==> config.mk <==
export PLATFORM = sky130hd
export DESIGN_NAME = dmod_prescaler
export DESIGN_NICKNAME = d
export VERILOG_FILES = /design/src/rtl/dmod_pkg.sv /design/src/rtl/dmod_rst_sync.sv /design/src/rtl/dmod_front.sv /design/src/rtl/dmod_count.sv /design/src/rtl/dmod_outgen.sv /design/src/rtl/dmod_prescaler.sv
export SDC_FILE = /design/constraint.sdc
export NUM_CORES = 1
export LEC_CHECK = 0
export ABC_AREA = 1
export ABC_CLOCK_PERIOD_IN_PS = 4700
export BUFFER_PORTS_ARGS = -buffer_cell sky130_fd_sc_hd__buf_2
export CAP_MARGIN = 20
export CORE_MARGIN = 2
export CORE_UTILIZATION = 45
export CTS_CLUSTER_DIAMETER = 150
export DETAILED_ROUTE_END_ITERATION = 10
export PLACE_DENSITY_LB_ADDON = 0.1
export REMOVE_ABC_BUFFERS = 1
export SETUP_SLACK_MARGIN = 0.4
export SYNTH_ARGS = -nofsm -noshare
export SYNTH_HDL_FRONTEND = slang
export SYNTH_SLANG_ARGS = --single-unit
==> constraint.sdc <==
create_clock -name clk_in -period 4.7 [get_ports clk_in]
set_clock_uncertainty 0.1 [all_clocks]
set_input_delay 0.235 -clock clk_in [delete_from_list [all_inputs] [get_ports clk_in]]
set_output_delay 0.235 -clock clk_in [all_outputs]
set_load 0.1 [all_outputs]
==> src/rtl/dmod_pkg.sv <==
package dmod_pkg;

  // Default structure: a 4/5 front stage feeding a 5-stage counter,
  // with stage index 3 skipped for the short group.
  localparam int unsigned DEF_BASE_DIV   = 4;
  localparam int unsigned DEF_STAGES     = 5;
  localparam int unsigned DEF_SKIP_STAGE = 3;
  localparam int unsigned DEF_SYNC_DEPTH = 2;

  // Decoded counter state handed to the output and swallow logic.
  typedef struct packed {
    logic last;      // counter sits in its final step
    logic penult;    // counter sits in the step before the final one
    logic half_hit;  // this front tick moves the counter to its half point
    logic wrap;      // this front tick closes the period
  } cnt_stat_t;

endpackage

==> src/rtl/dmod_rst_sync.sv <==
module dmod_rst_sync #(
  parameter int unsigned SYNC_DEPTH = 2
) (
  input  logic clk,
  input  logic rst_n,
  output logic rst_sync_n
);

  logic [SYNC_DEPTH-1:0] sync_q;
  logic [SYNC_DEPTH-1:0] sync_d;

  // Shift ones in after the asynchronous reset has been removed.
  always_comb begin
    sync_d = {sync_q[SYNC_DEPTH-2:0], 1'b1};
  end

  always_ff @(posedge clk or negedge rst_n) begin
    if (!rst_n) begin
      sync_q <= '0;
    end else begin
      sync_q <= sync_d;
    end
  end

  assign rst_sync_n = sync_q[SYNC_DEPTH-1];

endmodule

==> src/rtl/dmod_front.sv <==
module dmod_front #(
  parameter int unsigned BASE_DIV = 4
) (
  input  logic clk,
  input  logic rst_n,
  input  logic stretch,  // count one extra input edge in this group
  output logic tick      // high in the last input cycle of a group
);

  localparam int unsigned FS_W = $clog2(BASE_DIV + 1);

  logic [FS_W-1:0] cnt_q;
  logic [FS_W-1:0] cnt_d;
  logic [FS_W-1:0] term;

  always_comb begin
    term  = stretch ? FS_W'(BASE_DIV) : FS_W'(BASE_DIV - 1);
    tick  = (cnt_q == term);
    cnt_d = tick ? '0 : cnt_q + 1'b1;
  end

  always_ff @(posedge clk or negedge rst_n) begin
    if (!rst_n) begin
      cnt_q <= '0;
    end else begin
      cnt_q <= cnt_d;
    end
  end

endmodule

==> src/rtl/dmod_count.sv <==
module dmod_count
  import dmod_pkg::*;
#(
  parameter int unsigned STAGES     = 5,
  parameter int unsigned SKIP_STAGE = 3
) (
  input  logic      clk,
  input  logic      rst_n,
  input  logic      adv,       // front stage tick
  input  logic      half_grp,  // skip stage SKIP_STAGE
  output cnt_stat_t stat
);

  localparam logic [STAGES-1:0] LSB_ONLY = {{(STAGES-1){1'b0}}, 1'b1};
  localparam int unsigned       TOP     = STAGES - 1;

  logic [STAGES-1:0] q_q;
  logic [STAGES-1:0] q_d;
  logic [STAGES-1:0] act;
  logic [STAGES:0]   carry;

  assign carry[0] = adv;

  // Synchronous toggle chain; a skipped stage passes its carry straight
  // through and holds zero.
  for (genvar g = 0; g < STAGES; g++) begin : g_stage
    if (g == SKIP_STAGE) begin : g_skip
      assign act[g] = ~half_grp;
    end else begin : g_keep
      assign act[g] = 1'b1;
    end
    assign carry[g+1] = act[g] ? (carry[g] & q_q[g]) : carry[g];
    assign q_d[g]     = act[g] & (q_q[g] ^ carry[g]);
  end

  always_ff @(posedge clk or negedge rst_n) begin
    if (!rst_n) begin
      q_q <= '0;
    end else if (adv) begin
      q_q <= q_d;
    end
  end

  always_comb begin
    stat.last     = ((q_q & act) == act);
    stat.penult   = ((q_q & act) == (act & ~LSB_ONLY));
    stat.half_hit = carry[TOP] & ~q_q[TOP];
    stat.wrap     = carry[STAGES];
  end

endmodule

==> src/rtl/dmod_outgen.sv <==
module dmod_outgen
  import dmod_pkg::*;
(
  input  logic      clk,
  input  logic      rst_n,
  input  cnt_stat_t stat,
  output logic      div_out,
  output logic      period_strobe
);

  logic out_q;
  logic out_d;

  always_comb begin
    out_d = out_q;
    if (stat.wrap) begin
      out_d = 1'b0;
    end else if (stat.half_hit) begin
      out_d = 1'b1;
    end
  end

  always_ff @(posedge clk or negedge rst_n) begin
    if (!rst_n) begin
      out_q <= 1'b1;
    end else begin
      out_q <= out_d;
    end
  end

  assign div_out       = out_q;
  assign period_strobe = stat.wrap;

endmodule

==> src/rtl/dmod_prescaler.sv <==
module dmod_prescaler
  import dmod_pkg::*;
#(
  parameter int unsigned BASE_DIV   = DEF_BASE_DIV,
  parameter int unsigned STAGES     = DEF_STAGES,
  parameter int unsigned SKIP_STAGE = DEF_SKIP_STAGE,
  parameter int unsigned SYNC_DEPTH = DEF_SYNC_DEPTH
) (
  input  logic clk_in,
  input  logic rst_n,
  input  logic base_sel,
  input  logic half_grp,
  output logic div_out,
  output logic period_strobe
);

  logic      rst_sync_n;
  logic      fs_tick;
  logic      stretch;
  logic      load_en;
  logic      swallow_q;
  logic      swallow_d;
  cnt_stat_t stat;

  dmod_rst_sync #(
    .SYNC_DEPTH(SYNC_DEPTH)
  ) u_rst_sync (
    .clk       (clk_in),
    .rst_n     (rst_n),
    .rst_sync_n(rst_sync_n)
  );

  dmod_front #(
    .BASE_DIV(BASE_DIV)
  ) u_front (
    .clk    (clk_in),
    .rst_n  (rst_sync_n),
    .stretch(stretch),
    .tick   (fs_tick)
  );

  dmod_count #(
    .STAGES    (STAGES),
    .SKIP_STAGE(SKIP_STAGE)
  ) u_count (
    .clk     (clk_in),
    .rst_n   (rst_sync_n),
    .adv     (fs_tick),
    .half_grp(half_grp),
    .stat    (stat)
  );

  dmod_outgen u_outgen (
    .clk          (clk_in),
    .rst_n        (rst_sync_n),
    .stat         (stat),
    .div_out      (div_out),
    .period_strobe(period_strobe)
  );

  // Swallow request: captured on the edge that enters the final counter
  // step, used only during that step.
  always_comb begin
    load_en   = fs_tick & stat.penult;
    swallow_d = load_en ? ~base_sel : swallow_q;
    stretch   = swallow_q & stat.last;
  end

  always_ff @(posedge clk_in or negedge rst_sync_n) begin
    if (!rst_sync_n) begin
      swallow_q <= 1'b0;
    end else begin
      swallow_q <= swallow_d;
    end
  end

endmodule

==> results of run 1 <==
[path summary, 6_finish.rpt]
| kind | from | endpoint |
|---|---|---|
| max | u_count.q_q[4] | period_strobe |
| min | u_rst_sync.sync_q[1] | u_count.q_q[0] |
| max reg2reg | u_count.q_q[4] | u_outgen.div_out |
| min reg2reg | u_rst_sync.sync_q[1] | u_count.q_q[0] |
| max in group asynchronous | u_rst_sync.sync_q[1] | u_outgen.div_out |
| min in group clk_in | base_sel | swallow_q |
[timing repair]
item | CTS | global route
endpoints found under the hold margin | 2 | 0
setup endpoints to repair | 0 | 0
hold buffers | 1 | 0
[critical path: cells and delay by family, from the launching register on]
family	cells	cell delay (ns)
DFF	1	0.44
adders and majority gates	5	0.93
buffers and inverters	2	0.35
and+or+nand+nor	6	0.65
[power breakdown]
| part | internal (mW) | leakage [nW] | switching, mW | total [mW] |
|---|---|---|---|---|
| combinational | 0.0758 | 0.206 | 0.130 | 0.206 |
| sequential | 0.147 | 0.145 | 0.0382 | 0.185 |
| clock | 0.0470 | 0.0210 | 0.0346 | 0.0816 |
| total | 0.269 | 0.372 | 0.203 | 0.472 |
[cell usage in the layout, fill, tap and decap left out]
master,synthesis,final
o21ai_1,2,2
ha_1,8,8
conb_1,1,1
inv_6,1,1
dfstp_2,1,1
nand2_2,7,7
xnor2_1,1,1
nor2_4,1,1
nand4_1,1,1
nand2_1,16,16
clkbuf_4,0,3
clkbuf_8,0,1
inv_1,4,4
o21ai_0,2,2
nand3_1,1,1
nor2_1,4,4
nand2_4,1,1
nand3_2,1,1
dfrtp_1,11,11
nor2_2,3,3
nand3b_1,2,2
dlygate4sd3_1,0,1
buf_2,0,5
[area by class of cell]
cell class	instances	area [sq um]
fill	125	589
multi-input combinational	51	329
sequential	12	302
clock buffer	4	36.3
timing repair buffer	6	35.0
inverter	5	23.8
tap	15	18.8
[cell families after synthesis]
| logic type | after synthesis | share of synthesized area [%] |
|---|---|---|
| DFF | 12 | 46.1 |
| buffers and inverters | 5 | 3.63 |
| other | 1 | 0.573 |
| xor gates and xnor gates | 1 | 1.34 |
| adders and majority gates | 8 | 15.3 |
| AOI/OAI and AO/OA | 4 | 3.06 |
| and+or+nand+nor | 37 | 30.0 |
[layer usage]
| layer | global-route usage (%) | vias to the layer above | share of wire, % |
|---|---|---|---|
| met5 | 0 | - | 0 |
| met4 | 7.50 | 0 | 1.3 |
| met3 | 3.88 | 2 | 4.0 |
| met2 | 17.5 | 7 | 46 |
| met1 | 16.8 | 206 | 49 |
| li1 | - | 235 | - |
[flip-flops by register name, summed over array words and instances (netlist names)]
| register | count |
|---|---|
| swallow_q | 1 |
| u_count.q_q | 5 |
| u_front.cnt_q | 3 |
| u_outgen.div_out | 1 |
| u_rst_sync.sync_q | 2 |
==> metrics.cfg, run 1 <==
[clock_tree]
path_clk_slew_ns = 0.08
cts_root_buffer = clkbuf_4
ctsResizeCount = 0
clock-sinks = 12
cts_buffers = 3
cts_tree = done
post_cts_buffers = 0
clockBufferDepth = 2
cts.htree.levels = 1
worstSkewPairLatency_ns = 0.27

[routing]
drt-total-wl_um = 894
firstDrtPassIters = 4
viasPerCell = 4.84
wl_per_cell_um = 9.61
vias = 450
drtAntennaViolNets = 0
drt_iter0_drc = 3
drc = 0

[floorplan]
core.rowCount = 13
die_w_um = 42.1
coreArea_sq_um = 1330
floorplan.initialDensity_pct = 49.1
die_h_um = 42.1
num_io_pins = 6
design.die.area_sq_um = 1780

[sta]
whs_ns = 0.0660
fin_tns_setup_ns = 0
period_share_pct = 63.0
timing.final.hold_violations = 0
rsz0062_at_grt = no
timing.final.ws_setup_ns = 1.74
slew_violations = 0
period_needed_ns = 2.96
setup_violations = 0
clock.fmax_mhz = 338

[run_status]
status = complete, no violations

[synthesis]
synthDistinctLibCells = 19
ys_ff_latch = 12
ys_top_cells_by_count = nand2_1, dfrtp_1, ha_1, nand2_2
synth_top_area_cell = dfrtp_1
synthArstFlopShare_pct = 100
yosysMostFrequentCell = nand2_1
synth.area.top_cells = dfrtp_1, ha_1, nand2_1
yosys_warnings = 0
yosysTopAreaCellShare_pct = 42.1
yosysSeqAreaShare_pct = 46.1
syn_avg_cell_area_sq_um = 9.62
synth_cells = 68
syn_area_sq_um = 654
synth-edff-count = 0
synth-main-ff-cell = dfrtp_1

[layout]
final_core_util_pct = 55.8
design_area_sq_um = 744
drive_gt1_share_pct = 30.8
layoutNonFillerInstCount = 93
synthToLayoutAreaGrowth_pct = 13.8
n_antenna_cell = 0
nets = 91

[run]
drv_cap = 0

[pwr]
power_mw = 0.472
peakVddDrop_mv = 0.325
power.leakage_nw = 0.372
p_per_area_nw_per_um2 = 634

[place]
dp.cells = 88
gp_congestion = 0.725
place_ws_ns = 2.01
port_buffers = 5
place_hpwl_um = 705
place_area_sq_um = 698

[setup_path]
crit_slowest_cell = dfrtp_1
endpoint_kind = output pin
cp_cell_sequence = nand2_1, nor2_2, nand3_2, nand2_4, inv_6, ha_1, ha_1, ha_1, ha_1, nand2_1, nand2_1, ha_1, buf_2
cp-start-kind = flip-flop
critPathMaxFanout = 8
max_stage_delay_ns = 0.44
crit_top_cell = ha_1
arrival_ns = 2.63
cp.required_ns = 4.37
rr_worst_depth = 15
timing.reg2reg.setup_slack_ns = 2.23
path_class = flip-flop to output pin

[grt]
grtUsageTotal_pct = 12.5
grt_pass1_vias = 398
grt_overflow = 0
antenna_found_initial = 0
grt_pass1_wl_um = 1630
grt_max_degree = 11

[worst_hold_path]
hp-class = flip-flop to asynchronous set/reset pin

No activity file was read; power rests on OpenSTA's default activity.
==> run 2: changes to the inputs <==
--- a/config.mk
+++ b/config.mk
@@ -6,7 +6,7 @@
 export NUM_CORES = 1
 export LEC_CHECK = 0
 export ABC_AREA = 1
-export ABC_CLOCK_PERIOD_IN_PS = 4700
+export ABC_CLOCK_PERIOD_IN_PS = 2870
 export BUFFER_PORTS_ARGS = -buffer_cell sky130_fd_sc_hd__buf_2
 export CAP_MARGIN = 20
 export CORE_MARGIN = 2
==> constraint.sdc (replaced) <==
create_clock -name clk_in -period 2.87 [get_ports clk_in]
set_clock_uncertainty 0.1 [all_clocks]
set_input_delay 0.1435 -clock clk_in [delete_from_list [all_inputs] [get_ports clk_in]]
set_output_delay 0.1435 -clock clk_in [all_outputs]
set_load 0.1 [all_outputs]
==> run 2 against run 1 <==
Compared with the run above:
- clock power increased by 70%
- critical path depth unchanged
- wire length increased by 47%
- flip-flop and latch count unchanged
- cell area increased by 28%
- sequential share of layout area decreased by 8.8 points
- non-clock buffer count increased by 14
- critical path type unchanged
- largest power group unchanged
- highest routed layer unchanged
==> metrics.cfg, run 2 (synthesis gave the netlist of run 1 again) <==
[run_status]
status = complete, no violations

[clock_tree]
clock-sinks = 12  ; unchanged
worstSkewPairLatency_ns = 0.28  ; about the same
cts_root_buffer = clkbuf_4
cts.htree.levels = 1  ; unchanged
clockBufferDepth = 2  ; unchanged
cts_tree = done
cts_buffers = 3  ; unchanged
path_clk_slew_ns = 0.08  ; about the same

[worst_hold_path]
hp-class = input pin to flip-flop

[sta]
fin_tns_setup_ns = 0  ; unchanged
setup_violations = 0  ; unchanged
timing.final.ws_setup_ns = 0.401  ; -1.34 ns
clock.fmax_mhz = 405
period_needed_ns = 2.47
rsz0062_at_grt = yes
timing.final.hold_violations = 0  ; unchanged
slew_violations = 0  ; unchanged
period_share_pct = 86.0

[setup_path]
cp-start-kind = flip-flop
endpoint_kind = output pin
critPathBufInv = 2  ; unchanged
arrival_ns = 2.23  ; -0.40 ns
critPathMaxFanout = 3  ; -5
cp_cell_sequence = nand2_1, nor2_2, nand3_2, nand2_4, inv_6, ha_4, ha_4, ha_4, ha_4, nand2_4, nand2_4, ha_4, buf_12
crit_top_cell = ha_4
max_stage_delay_ns = 0.37  ; -0.07 ns
crit_family = adder cells
path_class = flip-flop to output pin
crit_slowest_cell = dfrtp_1
cp.required_ns = 2.63  ; -1.74 ns

[layout]
final_cell_mix = nand2_1, buf_4, dfrtp_1
synthToLayoutAreaGrowth_pct = 45.1
drive_gt1_share_pct = 52.2  ; +21 points
largest_register_ff_count = 5  ; unchanged
n_antenna_cell = 0  ; unchanged
final_core_util_pct = 71.2  ; +15 points
nets = 105  ; +15%
max_flop_register = u_count.q_q
reg.largest.list = u_count.q_q x5, u_front.cnt_q x3, u_rst_sync.sync_q x2

[grt]
grt_overflow = 0  ; unchanged
grt_max_degree = 11  ; unchanged
grtUsageTotal_pct = 17.0  ; +4.5 points
grt_pass1_vias = 510  ; +28%
grt_pass1_wl_um = 2260  ; +39%
antenna_found_initial = 0  ; unchanged

[routing]
drt_iter0_drc = 5  ; +2
firstDrtPassIters = 4  ; unchanged
viasPerCell = 4.98  ; +2.9%
drtAntennaViolNets = 0  ; unchanged
drc = 0  ; unchanged
wl_per_cell_um = 12.3  ; +28%
drt-total-wl_um = 1310  ; +47%
vias = 533  ; +18%

[floorplan]
die_h_um = 42.1  ; unchanged
die_w_um = 42.1  ; unchanged
floorplan.initialDensity_pct = 49.1  ; unchanged
design.die.area_sq_um = 1780  ; unchanged
coreArea_sq_um = 1330  ; unchanged
num_io_pins = 6  ; unchanged
core.rowCount = 13  ; unchanged

[pwr]
power_frac_seq_pct = 29.8  ; -9.3 points
power.switching_mw = 0.400  ; +97%
power_frac_clock_pct = 14.5  ; -2.8 points
p_int_mw = 0.557  ; +110%
p_per_area_nw_per_um2 = 1010  ; +59%
swShare_pct = 41.8  ; -1.2 points
combPwrFrac_pct = 55.7  ; +12 points
power.leakage_nw = 0.445  ; +20%
peakVddDrop_mv = 0.617  ; +90%

[run]
drv_cap = 0  ; unchanged

[place]
place_hpwl_um = 774  ; +9.8%
port_buffers = 5  ; unchanged
place_ws_ns = 0.287  ; -1.72 ns
gp_congestion = 0.770  ; +6.2%

## run 2: cell type report
| type | count | area (sq um) |
|---|---|---|
| clock buffer | 4 | 36.3 |
| fill | 89 | 384 |
| sequential | 12 | 302 |
| tap | 15 | 18.8 |
| multi-input combinational | 51 | 414 |
| timing repair buffer | 20 | 155 |
| inverter | 5 | 23.8 |
## run 2: metrics by stage
stage / area, sq um / instances / hold WS (ns) / total power, mW
finish: 950 / 107 / 0.0570 / 0.958
floorplan: 654 / 68 / -0.252 / 0.591
global route: 950 / 107 / 0.0728 / 1.02
CTS: 897 / 102 / 0.0424 / 0.935
global placement: 706 / 89 / -0.172 / 0.657
detailed placement: 706 / 89 / -0.169 / 0.660
## run 2: repair_timing
action | in CTS | in global routing
hold buffers | 1 | 0
setup buffers | 8 | 5
endpoints found under the setup margin | 3 | 3
gates resized for setup | 17 | 5
hold endpoints to repair | 2 | 0
pin swaps | 11 | 13
## run 2: worst register-to-register path: cells and delay by family (launching register included)
kind / cells / cell delay, ns
compound gates: 1 / 0.07
fa+ha+maj: 5 / 0.92
buf+inv: 2 / 0.17
flops: 1 / 0.37
simple gates: 6 / 0.58
## run 2: path summary, 6_finish.rpt
| path | to | slack, ns | from | depth (start not counted) |
|---|---|---|---|---|
| hold reg to reg | u_count.q_q[1] | 0.07 | u_rst_sync.sync_q[1] | 0 |
| min in group asynchronous | u_count.q_q[1] | 0.07 | u_rst_sync.sync_q[1] | 0 |
| hold / removal | swallow_q | 0.06 | base_sel | 4 |
| setup / recovery | period_strobe | 0.40 | u_count.q_q[1] | 13 |
| max in group asynchronous | u_outgen.div_out | 2.28 | u_rst_sync.sync_q[1] | 0 |
| setup reg to reg | u_count.q_q[4] | 0.55 | u_count.q_q[1] | 14 |
## run 2: power groups by stage
stage | sequential [mW] | combinational, mW | clock, mW
CTS | 0.284 | 0.510 | 0.141
finish | 0.285 | 0.534 | 0.139
global placement | 0.300 | 0.356 | 0
global route | 0.293 | 0.583 | 0.149
detailed placement | 0.299 | 0.361 | 0
floorplan | 0.340 | 0.251 | 0
## run 2: per-layer routing
metal	GRT usage (%)	part of all wire, %	routed length [um]
met1	20.7	44	572
met3	2.59	3.7	48
met4	7.50	1.8	24
met5	0	0	0
met2	29.7	51	668
==> run 3: changes to the inputs <==
--- a/config.mk
+++ b/config.mk
@@ -6,7 +6,7 @@
 export NUM_CORES = 1
 export LEC_CHECK = 0
 export ABC_AREA = 1
-export ABC_CLOCK_PERIOD_IN_PS = 2870
+export ABC_CLOCK_PERIOD_IN_PS = 2100
 export BUFFER_PORTS_ARGS = -buffer_cell sky130_fd_sc_hd__buf_2
 export CAP_MARGIN = 20
 export CORE_MARGIN = 2
==> constraint.sdc (replaced) <==
create_clock -name clk_in -period 2.1 [get_ports clk_in]
set_clock_uncertainty 0.1 [all_clocks]
set_input_delay 0.105 -clock clk_in [delete_from_list [all_inputs] [get_ports clk_in]]
set_output_delay 0.105 -clock clk_in [all_outputs]
set_load 0.1 [all_outputs]
==> run 3 against run 2 <==
Compared with the run above:
- the run now ends with setup timing left
- critical path depth is 1 higher
- non-clock buffer count rose by 5
- combinational power up 56%
- global-route usage is 0.72 points higher
- clock-buffer cell count stayed put
- total power grew 48%
- clock power rose by 40%
- flip-flop and latch count unchanged
- wire length up 7.7%
- utilization increased by 4.9 points
- setup slack worse by 0.69 ns
- critical path type unchanged
- largest cell class unchanged
- largest power group unchanged
==> metrics.cfg, run 3 (synthesis gave the netlist of run 1 again) <==
[routing]
drt_iter0_drc = 2  ; -3
drc = 0  ; unchanged
viasPerCell = 4.85  ; -2.7%
drt-total-wl_um = 1420  ; +7.7%
drtAntennaViolNets = 0  ; unchanged
vias = 543  ; +1.9%
firstDrtPassIters = 2  ; -2
wl_per_cell_um = 12.6  ; +2.9%

[sta]
period_share_pct = 114
rsz0062_at_grt = yes
timing.final.ws_setup_ns = -0.292  ; -0.693 ns
setup_violations = 3  ; +3
fin_tns_setup_ns = -0.530  ; -0.530 ns
whs_ns = 0.0341  ; -0.0229 ns
timing.final.hold_violations = 0  ; unchanged
slew_violations = 0  ; unchanged
clock.fmax_mhz = 418
period_needed_ns = 2.39

[pwr]
power.leakage_nw = 0.476  ; +6.9%
peakVddDrop_mv = 0.812  ; +31%
p_per_area_nw_per_um2 = 1390  ; +38%

[setup_path]
r2r_end = u_outgen.div_out
timing.reg2reg.setup_slack_ns = -0.14  ; -0.69 ns
cp.required_ns = 1.89  ; -0.74 ns
r2r_start = u_count.q_q[3]
arrival_ns = 2.19  ; -0.04 ns
critical_path.endpoint = period_strobe
rr_worst_depth = 17  ; +3
path_class = flip-flop to output pin
startpoint = u_count.q_q[3]
cp-start-kind = flip-flop
endpoint_kind = output pin
critPathMaxFanout = 2  ; -1

[clock_tree]
path_clk_slew_ns = 0.09  ; about the same
cts_root_buffer = clkbuf_4
clockBufferDepth = 2  ; unchanged
cts.htree.levels = 1  ; unchanged
clock-sinks = 12  ; unchanged
cts_buffers = 3  ; unchanged
cts_tree = done
worstSkewPairLatency_ns = 0.28  ; about the same

[grt]
grt_max_degree = 11  ; unchanged
grtUsageMet1_pct = 22.0  ; +1.4 points
grtUsageTotal_pct = 17.7  ; +0.72 points
antenna_found_initial = 0  ; unchanged
grt_pass1_wl_um = 2320  ; +2.4%
grt_overflow = 0  ; unchanged
grt_pass1_vias = 532  ; +4.3%
grt_busiest_layer = met2
grt_util_met2_pct = 29.7  ; unchanged
met3_usage_pct = 2.59  ; unchanged

[layout]
n_antenna_cell = 0  ; unchanged
reg.largest.list = u_count.q_q x5, u_front.cnt_q x3, u_rst_sync.sync_q x2
synthToLayoutAreaGrowth_pct = 55.1
largest_register_ff_count = 5  ; unchanged
design_area_sq_um = 1010  ; +6.9%
final_common_cell = buf_4
max_flop_register = u_count.q_q
final_cell_mix = buf_4, nand2_1, dfrtp_1
nets = 110  ; +4.8%
drive_gt1_share_pct = 55.7  ; +3.5 points

[worst_hold_path]
hp-class = input pin to asynchronous set/reset pin

[floorplan]
design.die.area_sq_um = 1780  ; unchanged
num_io_pins = 6  ; unchanged
die_h_um = 42.1  ; unchanged
floorplan.initialDensity_pct = 49.1  ; unchanged
coreArea_sq_um = 1330  ; unchanged
die_w_um = 42.1  ; unchanged
core.rowCount = 13  ; unchanged

[run_status]
violations = setup timing
status = finished with violations

[place]
gp_congestion = 0.769  ; -0.17%
place_area_sq_um = 788  ; +12%
place_hpwl_um = 856  ; +11%
port_buffers = 5  ; unchanged

[run]
drv_cap = 0  ; unchanged

[run 3: changes by cell type in the layout (fill, tap and decap cells not counted), sizes merged]
cell / previous run / this run
dlygate4sd3: 1 / 2
buf: 19 / 23
[run 3: final cells by class]
type	instances	area (sq um)
Tap cell	15	18.8
Clock buffer	4	36.3
Timing Repair Buffer	25	199
Fill cell	92	319
Multi-Input combinational cell	51	435
Sequential cell	12	302
Inverter	5	23.8
[run 3: per-layer routing]
metal,vias to the layer above,share of wire (%)
met5,-,0
met4,0,1.8
met3,4,1.9
met2,8,49
met1,255,48
li1,276,-
[run 3: worst min-delay path by stage]
| stage | endpoint | depth (start not counted) | slack [ns] |
|---|---|---|---|
| final | u_rst_sync.sync_q[0] | 2 | 0.03 |
| after global routing | u_rst_sync.sync_q[0] | 2 | 0.05 |
| after CTS | u_rst_sync.sync_q[0] | 2 | 0.03 |
| after detailed placement | u_rst_sync.sync_q[0] | 1 | -0.21 |
| after global placement | u_rst_sync.sync_q[0] | 1 | -0.21 |
| after floorplan | u_rst_sync.sync_q[0] | 0 | -0.29 |
[run 3: power breakdown]
group / switching [mW] / internal [mW] / total (mW)
clock: 0.0881 / 0.105 / 0.194
sequential: 0.0578 / 0.328 / 0.386
combinational: 0.437 / 0.397 / 0.834
total: 0.583 / 0.831 / 1.41
[run 3: timing repair]
item	in CTS	in global routing
hold buffers	2	0
setup endpoints to repair	5	5
gates cloned	0	0
pin swaps	14	14
gates resized for setup	18	8
hold endpoints to repair	3	0
setup buffers	3	3
[run 3: metrics by stage]
stage               cells  power, mW  utilization (%)  setup slack (ns)
detailed placement    100       1.04             59.1            -0.306
finish                112       1.41             76.1            -0.292
CTS                   109       1.35             71.6            -0.344
global placement      100       1.03             59.1            -0.265
floorplan              68      0.807                -            -0.763
global route          112       1.51             76.1            -0.363
[run 3: worst max-delay path, cell delays in order, from the launching register on]
cell	delay (ns)
dfrtp_1	0.40
nor2_2	0.13
nor2_4	0.05
nand2_1	0.06
nand2_2	0.07
nand2_4	0.08
inv_6	0.04
ha_4	0.15
ha_4	0.15
ha_4	0.16
ha_4	0.16
nand2_4	0.06
nand2_4	0.06
ha_4	0.17
buf_12	0.16
